--- src/rtl/calc_pkg.sv ---
package calc_pkg;
  localparam int IW    = 16;  // program word width
  localparam int DW    = 32;  // register / constant width
  localparam int RA_W  = 3;   // register address width
  localparam int NREG  = 8;

  localparam logic [3:0] OPC_HALT = 4'd0;
  localparam logic [3:0] OPC_ADD  = 4'd1;
  localparam logic [3:0] OPC_DIV  = 4'd4;
  localparam logic [3:0] OPC_MOVE = 4'd5;

  typedef enum logic [1:0] {K_HALT, K_ARITH, K_MOVE, K_BAD} kind_e;

  typedef struct packed {
    kind_e           kind;
    logic [1:0]      op;
    logic [RA_W-1:0] dst;
    logic [RA_W-1:0] s1;
    logic [RA_W-1:0] s2;
  } dec_t;

  typedef enum logic [3:0] {
    S_FETCH, S_CHI, S_CLO, S_DEC1, S_DEC2, S_RD, S_EXEC, S_WAIT,
    S_WB1, S_WB2, S_WR, S_HALT, S_SUSP
  } state_e;
endpackage

--- src/rtl/calc_decode.sv ---
module calc_decode
  import calc_pkg::*;
(
  input  logic [IW-1:0] word,
  output dec_t          dec
);
  logic [3:0] opc;
  logic [3:0] op_m1;

  always_comb begin
    opc      = word[15:12];
    op_m1    = opc - 4'd1;
    dec.op   = op_m1[1:0];
    dec.dst  = word[11:9];
    dec.s1   = word[8:6];
    dec.s2   = word[5:3];
    if (word == '0)
      dec.kind = K_HALT;
    else if (opc >= OPC_ADD && opc <= OPC_DIV)
      dec.kind = K_ARITH;
    else if (opc == OPC_MOVE)
      dec.kind = K_MOVE;
    else
      dec.kind = K_BAD;  // covers opcode 0 with stray bits and 6..15
  end
endmodule

--- src/rtl/calc_regfile.sv ---
module calc_regfile #(
  parameter int DEPTH = 8,
  parameter int DW    = 32,
  localparam int AW   = $clog2(DEPTH)
) (
  input  logic          clk,
  input  logic          we,
  input  logic [AW-1:0] waddr,
  input  logic [DW-1:0] wdata,
  input  logic [AW-1:0] raddr1,
  input  logic [AW-1:0] raddr2,
  output logic [DW-1:0] rdata1,
  output logic [DW-1:0] rdata2
);
  logic [DW-1:0] mem [DEPTH];

  always_ff @(posedge clk) begin
    if (we) mem[waddr] <= wdata;
    rdata1 <= mem[raddr1];
    rdata2 <= mem[raddr2];
  end
endmodule

--- src/rtl/calc_blinker.sv ---
module calc_blinker #(
  parameter int DIV_LOG2 = 20
) (
  input  logic clk,
  input  logic rst,
  input  logic en,
  output logic blink
);
  logic [DIV_LOG2-1:0] cnt;

  always_ff @(posedge clk) begin
    if (rst || !en) begin
      cnt   <= '0;
      blink <= 1'b0;
    end else begin
      cnt <= cnt + 1'b1;
      if (&cnt) blink <= ~blink;
    end
  end

  p_blink_idle_r7: assert property (@(posedge clk) disable iff (rst)
    !en |=> !blink);
endmodule

--- src/rtl/calc_sequencer.sv ---
module calc_sequencer
  import calc_pkg::*;
#(
  parameter int PC_W       = 8,
  parameter int BLINK_LOG2 = 20
) (
  input  logic            clk,
  input  logic            rst,
  output logic [PC_W-1:0] pm_addr,
  input  logic [IW-1:0]   pm_data,
  output logic            au_start,
  output logic [1:0]      au_op,
  output logic [DW-1:0]   au_a,
  output logic [DW-1:0]   au_b,
  input  logic            au_done,
  input  logic            au_exc,
  input  logic [DW-1:0]   au_result,
  output logic            wr_en,
  output logic [RA_W-1:0] wr_addr,
  output logic [DW-1:0]   wr_data,
  output logic            halted,
  output logic            suspended,
  output logic            blink
);
  state_e        st;
  dec_t          fd, dec_q;
  logic [DW-1:0] const_q, res_q, rf_q1, rf_q2;

  calc_decode u_dec (.word(pm_data), .dec(fd));

  calc_regfile #(.DEPTH(NREG), .DW(DW)) u_rf (
    .clk(clk), .we(wr_en), .waddr(wr_addr), .wdata(wr_data),
    .raddr1(dec_q.s1), .raddr2(dec_q.s2), .rdata1(rf_q1), .rdata2(rf_q2)
  );

  calc_blinker #(.DIV_LOG2(BLINK_LOG2)) u_blink (
    .clk(clk), .rst(rst), .en(suspended), .blink(blink)
  );

  always_ff @(posedge clk) begin
    if (rst) begin
      st        <= S_FETCH;
      pm_addr   <= '0;
      dec_q     <= '0;
      const_q   <= '0;
      res_q     <= '0;
      au_start  <= 1'b0;
      au_op     <= '0;
      au_a      <= '0;
      au_b      <= '0;
      wr_en     <= 1'b0;
      wr_addr   <= '0;
      wr_data   <= '0;
      halted    <= 1'b0;
      suspended <= 1'b0;
    end else begin
      unique case (st)
        S_FETCH: begin
          dec_q <= fd;
          unique case (fd.kind)
            K_HALT: begin halted <= 1'b1; st <= S_HALT; end
            K_BAD:  begin suspended <= 1'b1; st <= S_SUSP; end
            K_MOVE: begin pm_addr <= pm_addr + 1'b1; st <= S_CHI; end
            default: begin pm_addr <= pm_addr + 1'b1; st <= S_DEC1; end
          endcase
        end
        S_CHI: begin
          const_q <= {const_q[DW-IW-1:0], pm_data};
          pm_addr <= pm_addr + 1'b1;
          st      <= S_CLO;
        end
        S_CLO: begin
          const_q <= {const_q[DW-IW-1:0], pm_data};
          pm_addr <= pm_addr + 1'b1;
          st      <= S_DEC1;
        end
        S_DEC1: begin
          au_op <= dec_q.op;
          st    <= S_DEC2;
        end
        S_DEC2: st <= (dec_q.kind == K_MOVE) ? S_WB1 : S_RD;
        S_RD:   st <= S_EXEC;  // register file read in flight
        S_EXEC: begin
          au_a     <= rf_q1;
          au_b     <= rf_q2;
          au_start <= 1'b1;
          st       <= S_WAIT;
        end
        S_WAIT: begin
          au_start <= 1'b0;
          if (au_done) begin
            if (au_exc) begin
              suspended <= 1'b1;
              st        <= S_SUSP;
            end else begin
              res_q <= au_result;
              st    <= S_WB1;
            end
          end
        end
        S_WB1: begin
          wr_data <= (dec_q.kind == K_MOVE) ? const_q : res_q;
          wr_addr <= dec_q.dst;
          st      <= S_WB2;
        end
        S_WB2: begin
          wr_en <= 1'b1;
          st    <= S_WR;
        end
        S_WR: begin
          wr_en <= 1'b0;
          st    <= S_FETCH;
        end
        default: ;  // S_HALT, S_SUSP: held until reset
      endcase
    end
  end

  p_start_pulse_r5: assert property (@(posedge clk) disable iff (rst)
    au_start |=> !au_start);
  p_halt_hold_r6: assert property (@(posedge clk) disable iff (rst)
    halted |=> halted && $stable(pm_addr));
  p_exclusive_r6: assert property (@(posedge clk) disable iff (rst)
    !(halted && suspended));
  p_susp_hold_r7: assert property (@(posedge clk) disable iff (rst)
    suspended |=> suspended && $stable(pm_addr));
  p_no_write_stopped_r8: assert property (@(posedge clk) disable iff (rst)
    (halted || suspended) |-> !wr_en);
  p_no_start_stopped_r8: assert property (@(posedge clk) disable iff (rst)
    (halted || suspended) |-> !au_start);
endmodule

--- config.mk ---
export PLATFORM = sky130hd
export DESIGN_NAME = calc_sequencer
export DESIGN_NICKNAME = d
export VERILOG_FILES = /design/src/rtl/calc_pkg.sv /design/src/rtl/calc_decode.sv /design/src/rtl/calc_regfile.sv /design/src/rtl/calc_blinker.sv /design/src/rtl/calc_sequencer.sv
export SDC_FILE = /design/constraint.sdc
export NUM_CORES = 1
export LEC_CHECK = 0
export ABC_AREA = 1
export BUFFER_PORTS_ARGS = -buffer_cell sky130_fd_sc_hd__buf_2
export CAP_MARGIN = 20
export CORE_ASPECT_RATIO = 1.5
export CORE_UTILIZATION = 45
export CTS_CLUSTER_DIAMETER = 30
export DETAILED_ROUTE_END_ITERATION = 10
export SYNTH_ARGS = -nofsm -noshare
export SYNTH_HDL_FRONTEND = slang
export SYNTH_SLANG_ARGS = --single-unit
export TNS_END_PERCENT = 10
--- constraint.sdc ---
create_clock -name clk -period 2.5 [get_ports clk]
set_input_delay 0.5 -clock clk [delete_from_list [all_inputs] [get_ports clk]]
set_output_delay 0.5 -clock clk [all_outputs]
set_load 0.005 [all_outputs]
==> results.tsv, run 1 <==
stage	metric	value	unit
layout	fillcell total	4293	
floorplan	Chip Height	272	um
setup_path	internal reg-to-reg setup slack	0.54	ns
synth	number of enable flip-flop cells after synthesis	256	
timing	fmax	510	MHz
clock_network	clk sinks	535	
synth	Seq/Total Area, Yosys	0.608	
detailed_routing	Vias	17700	
placement	Post-Place Cells	3103	
floorplan	Core ar.	0.0478	mm2
floorplan	Die X	182	um
synth	Post-synth ARST share	0	
detailed_routing	Post-Route WL	59.9	mm
synth	count leader, synth	o21ai_0	
detailed_routing	vias per cell	5.45	
run	total of max-cap violations	0	
floorplan	row cnt	98	
synth	Main synth FF type	dfxtp_1	
timing	Worst slew margin	0.454	
setup_path	Worst Reg-to-Reg Cells	9	
synth	area leader, netlist	edfxtp_1	
timing	crit path time final	1.96	ns
detailed_routing	detailed-route DRC error count	0	
layout	fin cells	3252	
global_routing	global-route wire length before repair	93.0	mm
placement	final estimated routing congestion in global placement	0.875	
power_and_ir_drop	Final Power	31.4	mW
clock_network	hold_buf cts	0	
hold_path	hold depth	2	
synth	top cells by area, synth	edfxtp_1 (35%), dfxtp_1 (26%), o21ai_0 (12%)	
synth	top cell type's share of synthesized area	0.352	
power_and_ir_drop	Seq pwr share	0.365	
setup_path	Setup CP Type	reg2reg	
detailed_routing	drt first-iter violations	1513	
power_and_ir_drop	combinational fraction of design power	0.280	
timing	RSZ-0062 raised after global routing	no	
setup_path	critical path arrival	2.45	ns
power_and_ir_drop	Pwr per Cell Area	1210	mW/mm2
clock_network	CTS tree	built	
clock_network	setup bufs post-CTS	0	
setup_path	crit path max fanout	17	
synth	Mapped Cells	2460	
placement	Final HPWL DP	35.4	mm
detailed_routing	First-pass DRT Iterations	5	
synth	register bit total from synthesis	535	
clock_network	clock slew at reported path FFs	0.05	ns
synth	synth unique cells	31	
setup_path	startpoint types	flip-flop	
timing	Worst Skew	0.0117	ns
run_status	status	complete, no violations	
setup_path	Worst EP required	2.99	ns
setup_path	worst reg2reg startpoint	st[0]	
timing	final cycle utilization of the critical path	0.784	
hold_path	min-delay worst type	in2reg	
timing	final hold vios	0	
floorplan	initial core utilization	0.457	
synth	syn_area_per_cell	8.88	um2
layout	layout cells sized above 1	0.137	
layout	NumNets Final	2645	
global_routing	number of global-route vias before repair	17400	
floorplan	Die Area	0.0494	mm2
clock_network	clock root buffer	clkbuf_16	
global_routing	largest net degree at the start of global routing	193	
power_and_ir_drop	Pint	20.5	mW
layout	antenna cell count	0	
power_and_ir_drop	switching power total	10.9	mW
clock_network	Worst-Skew Late Latency	0.59	ns
power_and_ir_drop	Clock Power Share	0.355	
global_routing	initial antenna violation count	0	
clock_network	Resized cells post-CTS	0	
synth	synthesized area	0.0218	mm2
global_routing	GRT Total Usage	0.242	
timing	Final Max Slew Viols	0	
hold_path	hold path start	pm_data[12]	
power_and_ir_drop	Leakage Power	10.3	nW
synth	syn_nets	2520	
floorplan	IO Pins	166	
detailed_routing	post-route ant nets	0	
synth	top cells by count, synth	o21ai_0 (504), nor2_1 (448), nand2_1 (306)	
timing	Slew @ Worst Pin	0.818	ns
power_and_ir_drop	switching share of total power	0.348	
setup_path	RR Endpoint	pm_addr[6]	
clock_network	Longest Clk Path Bufs	3	
global_routing	GRT overflow	0	
hold_path	Hold EP	dec_q[9]	
clock_network	Num CTS Buffers	80	
setup_path	CP Capture Type	flip-flop	
detailed_routing	average routed wire per standard cell	18.4	um
clock_network	H-tree Lvls	3	
timing	total negative slack	0	ns
power_and_ir_drop	Worst VDD drop	0.000812	V
layout	Area growth, synth to finish	19.5	%
placement	port buffer count	165	
synth	Synth warnings	0	
timing	Final Setup Violations	0	
==> cells in the final DEF (no fill, tap or decap), types with 2 or more instances in the layout <==
cell type / instances
clkbuf_8: 5
bufinv_16: 7
o21ai_0: 504
inv_6: 8
o21a_1: 4
a31oi_1: 2
dfxtp_1: 275
buf_12: 23
nand2_1: 306
nand4_1: 7
clkbuf_16: 86
buf_2: 165
nand2_2: 3
xor2_1: 2
nor2_1: 440
clkinv_1: 9
inv_1: 130
clkbuf_1: 14
nor2_2: 3
o21ai_1: 70
nor3_1: 5
a21oi_1: 234
clkinv_4: 7
inv_4: 2
ha_1: 8
inv_2: 9
buf_4: 18
nor2_4: 10
xnor2_1: 3
edfxtp_1: 256
clkinvlp_4: 7
clkinv_2: 5
dfxtp_4: 4
nand3_1: 15
==> logic make-up after synthesis <==
family,count (synthesis),synth area share
xor+xnor,5,0.00201
simple gates,792,0.140
flops,535,0.608
fa+ha+maj,8,0.00458
compound gates,817,0.188
buf+inv,303,0.0578
==> layout make-up <==
cell class / count / area [um2] / share of cell area
Tap cell: 600 / 751 / 0.0288
Sequential cell: 535 / 13300 / 0.509
Inverter: 140 / 528 / 0.0202
Clock inverter: 44 / 459 / 0.0176
Timing Repair Buffer: 206 / 1420 / 0.0545
Multi-Input combinational cell: 1622 / 7370 / 0.282
Clock buffer: 105 / 2270 / 0.0871
==> power groups by stage <==
stage / Combinational, mW / Sequential (mW) / Clock, mW
final: 8.80 / 11.5 / 11.2
after global routing: 9.91 / 11.6 / 11.7
after CTS: 8.79 / 11.5 / 11.3
after detailed placement: 8.74 / 11.6 / 0
after global placement: 8.56 / 11.6 / 0
after floorplan: 6.17 / 11.2 / 0
==> routing by layer <==
layer  routed length (um)  GRT usage
met1                24600      0.297
met2                29500      0.417
met5                    0          0
met3                 3800     0.0366
met4                 2010      0.110
==> worst max-delay path, cell delays in order (launching register included) <==
cell	delay [ns]
dfxtp_1	0.36
nor2_1	0.25
nand2_2	0.27
inv_2	0.30
nand2_1	0.15
nand2_1	0.19
buf_4	0.18
nand3_1	0.07
nand2_1	0.06
nor2_1	0.04
==> registers in the layout, summed over array words and instances, names as in the netlist <==
signal,count
au_a,32
au_b,32
au_op,2
au_start,1
const_q,32
dec_q,13
halted,1
pm_addr,8
res_q,32
st,4
suspended,1
u_blink.blink,1
u_blink.cnt,20
u_rf.mem,256
u_rf.rdata1,32
u_rf.rdata2,32
wr_addr,3
wr_data,32
wr_en,1
==> worst max path at each step <==
stage | from | end | slack (ns) | depth (start not counted)
floorplan | wr_en | u_rf.mem[1][0] | 0.23 | 2
global placement | pm_data[12] | pm_addr[6] | 0.25 | 14
detailed placement | pm_data[12] | pm_addr[2] | 0.20 | 13
CTS | wr_data[19] | wr_data[19] | 0.54 | 1
global route | st[0] | pm_addr[2] | 0.30 | 8
finish | st[0] | pm_addr[6] | 0.54 | 9
==> stage by stage <==
stage,setup slack (ns),hold slack (ns),instance area (um2),utilization
2_1_floorplan,0.229,0.417,21800,-
3_3_place_gp,0.246,0.433,23400,0.488
3_5_place_dp,0.200,0.444,23400,0.488
4_1_cts,0.544,0.107,26100,0.546
5_1_grt,0.300,0.130,26100,0.546
6_report,0.541,0.136,26100,0.546
No activity file was read; power rests on OpenSTA's default activity.
==> inputs of run 2 (changes only) <==
==> constraint.sdc (replaced) <==
create_clock -name clk -period 1.76 [get_ports clk]
set_input_delay 0.352 -clock clk [delete_from_list [all_inputs] [get_ports clk]]
set_output_delay 0.352 -clock clk [all_outputs]
set_load 0.005 [all_outputs]
==> results.tsv, run 2 (synthesized netlist as in run 1, its figures left out) <==
stage	metric	value	unit	change
detailed_routing	drt first-iter violations	1503		was 1513
placement	Post-Place Cells	3145		was 3103
global_routing	GRT overflow	0		unchanged
detailed_routing	detailed-route DRC error count	0		unchanged
global_routing	global-route wire length before repair	95.0	mm	was 93.0 mm
detailed_routing	average routed wire per standard cell	18.7	um	was 18.4 um
global_routing	initial antenna violation count	1		was 0
run	total of max-cap violations	0		unchanged
global_routing	number of global-route vias before repair	17800		was 17400
setup_path	RR Endpoint	const_q[12]		was pm_addr[6]
setup_path	critical path, cell by cell	buf_2		was nor2_1 > nand2_2 > inv_2 > nand2_1 > nand2_1 > buf_4 > nand3_1 > nand2_1 > nor2_1
clock_network	H-tree Lvls	3		unchanged
placement	port buffer count	165		unchanged
hold_path	hold path start	au_result[15]		was pm_data[12]
timing	Final Max Slew Viols	0		unchanged
power_and_ir_drop	Leakage Power	10.8	nW	was 10.3 nW
layout	Biggest register	u_rf.mem		unchanged
layout	Final Cell Area	0.0269	mm2	was 0.0261 mm2
layout	fin cells	3302		was 3252
setup_path	Critical Path Max Stage Delay	0.59	ns	was 0.36 ns
setup_path	critical path arrival	1.38	ns	was 2.45 ns
timing	final cycle utilization of the critical path	0.981		
clock_network	Worst-Skew Late Latency	0.60	ns	was 0.59 ns
layout	antenna cell count	0		unchanged
setup_path	CP Capture Type	output pin		was flip-flop
layout	Final Core Density	0.562		was 0.546
placement	final estimated routing congestion in global placement	0.851		was 0.875
power_and_ir_drop	Clock Power Share	0.375		was 0.355
layout	Area growth, synth to finish	23.1	%	was 19.5%
layout	NumNets Final	2694		was 2645
run_status	status	complete, no violations		unchanged
clock_network	clock slew at reported path FFs	0.06	ns	was 0.05 ns
detailed_routing	vias per cell	5.50		was 5.45
power_and_ir_drop	Worst VDD drop	0.00152	V	was 0.000812 V
setup_path	CP Launch Point	wr_data[24]		was st[0]
placement	Final HPWL DP	37.4	mm	was 35.4 mm
setup_path	CP endpoint	wr_data[24]		was pm_addr[6]
timing	Worst Skew	0.0253	ns	was 0.0117 ns
floorplan	Core ar.	0.0478	mm2	unchanged
floorplan	Die Area	0.0494	mm2	unchanged
layout	layout cells sized above 1	0.158		was 0.137
detailed_routing	Vias	18200		was 17700
layout	commonest non-fill, non-tap cell in the layout	o21ai_0		unchanged
timing	crit path time final	1.73	ns	
clock_network	CTS tree	built		unchanged
power_and_ir_drop	Pint	31.0	mW	was 20.5 mW
power_and_ir_drop	switching power total	16.1	mW	was 10.9 mW
setup_path	WP buf/inv	1		was 2
timing	final hold vios	0		unchanged
detailed_routing	First-pass DRT Iterations	8		was 5
clock_network	Num CTS Buffers	82		was 80
power_and_ir_drop	combinational fraction of design power	0.279		was 0.280
setup_path	slowest CP cell	dfxtp_1		unchanged
detailed_routing	post-route ant nets	0		unchanged
floorplan	row cnt	98		unchanged
setup_path	WP depth	1		was 9
floorplan	Die X	182	um	unchanged
timing	fmax	579	MHz	
layout	most frequent cells in the layout	o21ai_0 (503), nor2_1 (439), nand2_1 (306), dfxtp_1 (271), edfxtp_1 (256)		was o21ai_0 (504), nor2_1 (440), nand2_1 (306), dfxtp_1 (275), edfxtp_1 (256)
hold_path	min-delay worst type	in2reg		unchanged
layout	Largest register FFs	256		unchanged
setup_path	startpoint types	flip-flop		unchanged
setup_path	crit path max fanout	10		was 17
power_and_ir_drop	Pwr per Cell Area	1750	mW/mm2	was 1210 mW/mm2
global_routing	largest net degree at the start of global routing	91		was 193
setup_path	Worst Reg-to-Reg Cells	9		unchanged
clock_network	clk sinks	535		unchanged
timing	RSZ-0062 raised after global routing	yes		was no
power_and_ir_drop	Seq pwr share	0.346		was 0.365
floorplan	IO Pins	166		unchanged
power_and_ir_drop	switching share of total power	0.342		was 0.348
setup_path	Setup CP Type	reg2out		was reg2reg
placement	dpl cell area	0.0238	mm2	was 0.0234 mm2
clock_network	setup bufs post-CTS	0		unchanged
timing	Worst slew margin	0.603		was 0.454
global_routing	GRT Total Usage	0.246		was 0.242
floorplan	initial core utilization	0.457		unchanged
setup_path	Crit path max-delay family	flip-flops		was simple AND/OR/NAND/NOR gates
clock_network	Longest Clk Path Bufs	3		unchanged
detailed_routing	Post-Route WL	61.6	mm	was 59.9 mm
timing	Final Setup Violations	0		unchanged
floorplan	Chip Height	272	um	unchanged
clock_network	clock root buffer	clkbuf_16		unchanged
timing	Slew @ Worst Pin	0.595	ns	was 0.818 ns
setup_path	worst reg2reg startpoint	st[1]		was st[0]
setup_path	Worst EP required	1.41	ns	was 2.99 ns
setup_path	internal reg-to-reg setup slack	0.12	ns	was 0.54 ns
-- run 2: cell types whose count changed in the layout (fill, tap and decap cells not counted), moves of 4 or more --
cell,previous run,this run
buf_4,18,52
bufinv_16,7,14
buf_12,23,30
clkinv_1,9,3
dlygate4sd3_1,0,5
clkbuf_16,86,90
clkbuf_1,14,4
dfxtp_1,275,271
dfxtp_2,0,4
inv_6,8,16
-- run 2: worst min-delay path by stage --
stage	end	slack (ns)	cells after the start
2_1_floorplan	u_blink.cnt[0]	0.42	1
3_3_place_gp	u_blink.cnt[0]	0.43	1
3_5_place_dp	au_a[15]	0.44	2
4_1_cts	res_q[15]	0.002	3
5_1_grt	res_q[15]	0.02	3
6_report	res_q[15]	0.02	3
-- run 2: metrics by stage --
| step | hold slack [ns] | setup TNS (ns) | power (mW) | setup WS (ns) |
|---|---|---|---|---|
| final | 0.0192 | 0 | 47.1 | 0.0329 |
| after global routing | 0.0192 | -0.135 | 49.7 | -0.0813 |
| after CTS | 0.00175 | 0 | 47.3 | 0.00543 |
| after detailed placement | 0.440 | -2.34 | 29.5 | -0.315 |
| after global placement | 0.433 | -2.10 | 29.2 | -0.300 |
| after floorplan | 0.417 | -129.17 | 24.7 | -0.511 |
-- run 2: power by group through the flow --
stage          combinational (mW)  sequential (mW)  clock [mW]
6_report                     13.1             16.3        17.7
5_1_grt                      14.7             16.5        18.5
4_1_cts                      13.0             16.3        17.9
3_5_place_dp                 13.0             16.5           0
3_3_place_gp                 12.7             16.5           0
2_1_floorplan                8.76             15.9           0
-- run 2: per-layer routing --
layer  track usage  wire (um)  vias up
met4         0.116       2140        0
met3        0.0390       4230      156
li1              -          -     8673
met1         0.303      25200     8529
met5             0          0        -
met2         0.423      30100      795
-- run 2: area by class of cell --
class	instances	area [um2]
Clock inverter	54	742
Tap cell	600	751
Sequential cell	535	13300
Fill cell	4223	20900
Timing Repair Buffer	253	1880
Clock buffer	98	2320
Multi-Input combinational cell	1622	7370
Inverter	140	528
-- run 2: timing repair --
item,CTS,global route
setup endpoints to repair,1,62
hold buffers,5,0
resized for setup,1,8
hold endpoints to repair,5,0
gates cloned,0,0
pin swaps,0,0
-- run 2: worst reg2reg max path: cells and delay by family (launching register included) --
kind | cells | cell delay, ns
buf+inv | 4 | 0.64
compound gates | 2 | 0.24
simple gates | 3 | 0.30
flops | 1 | 0.37
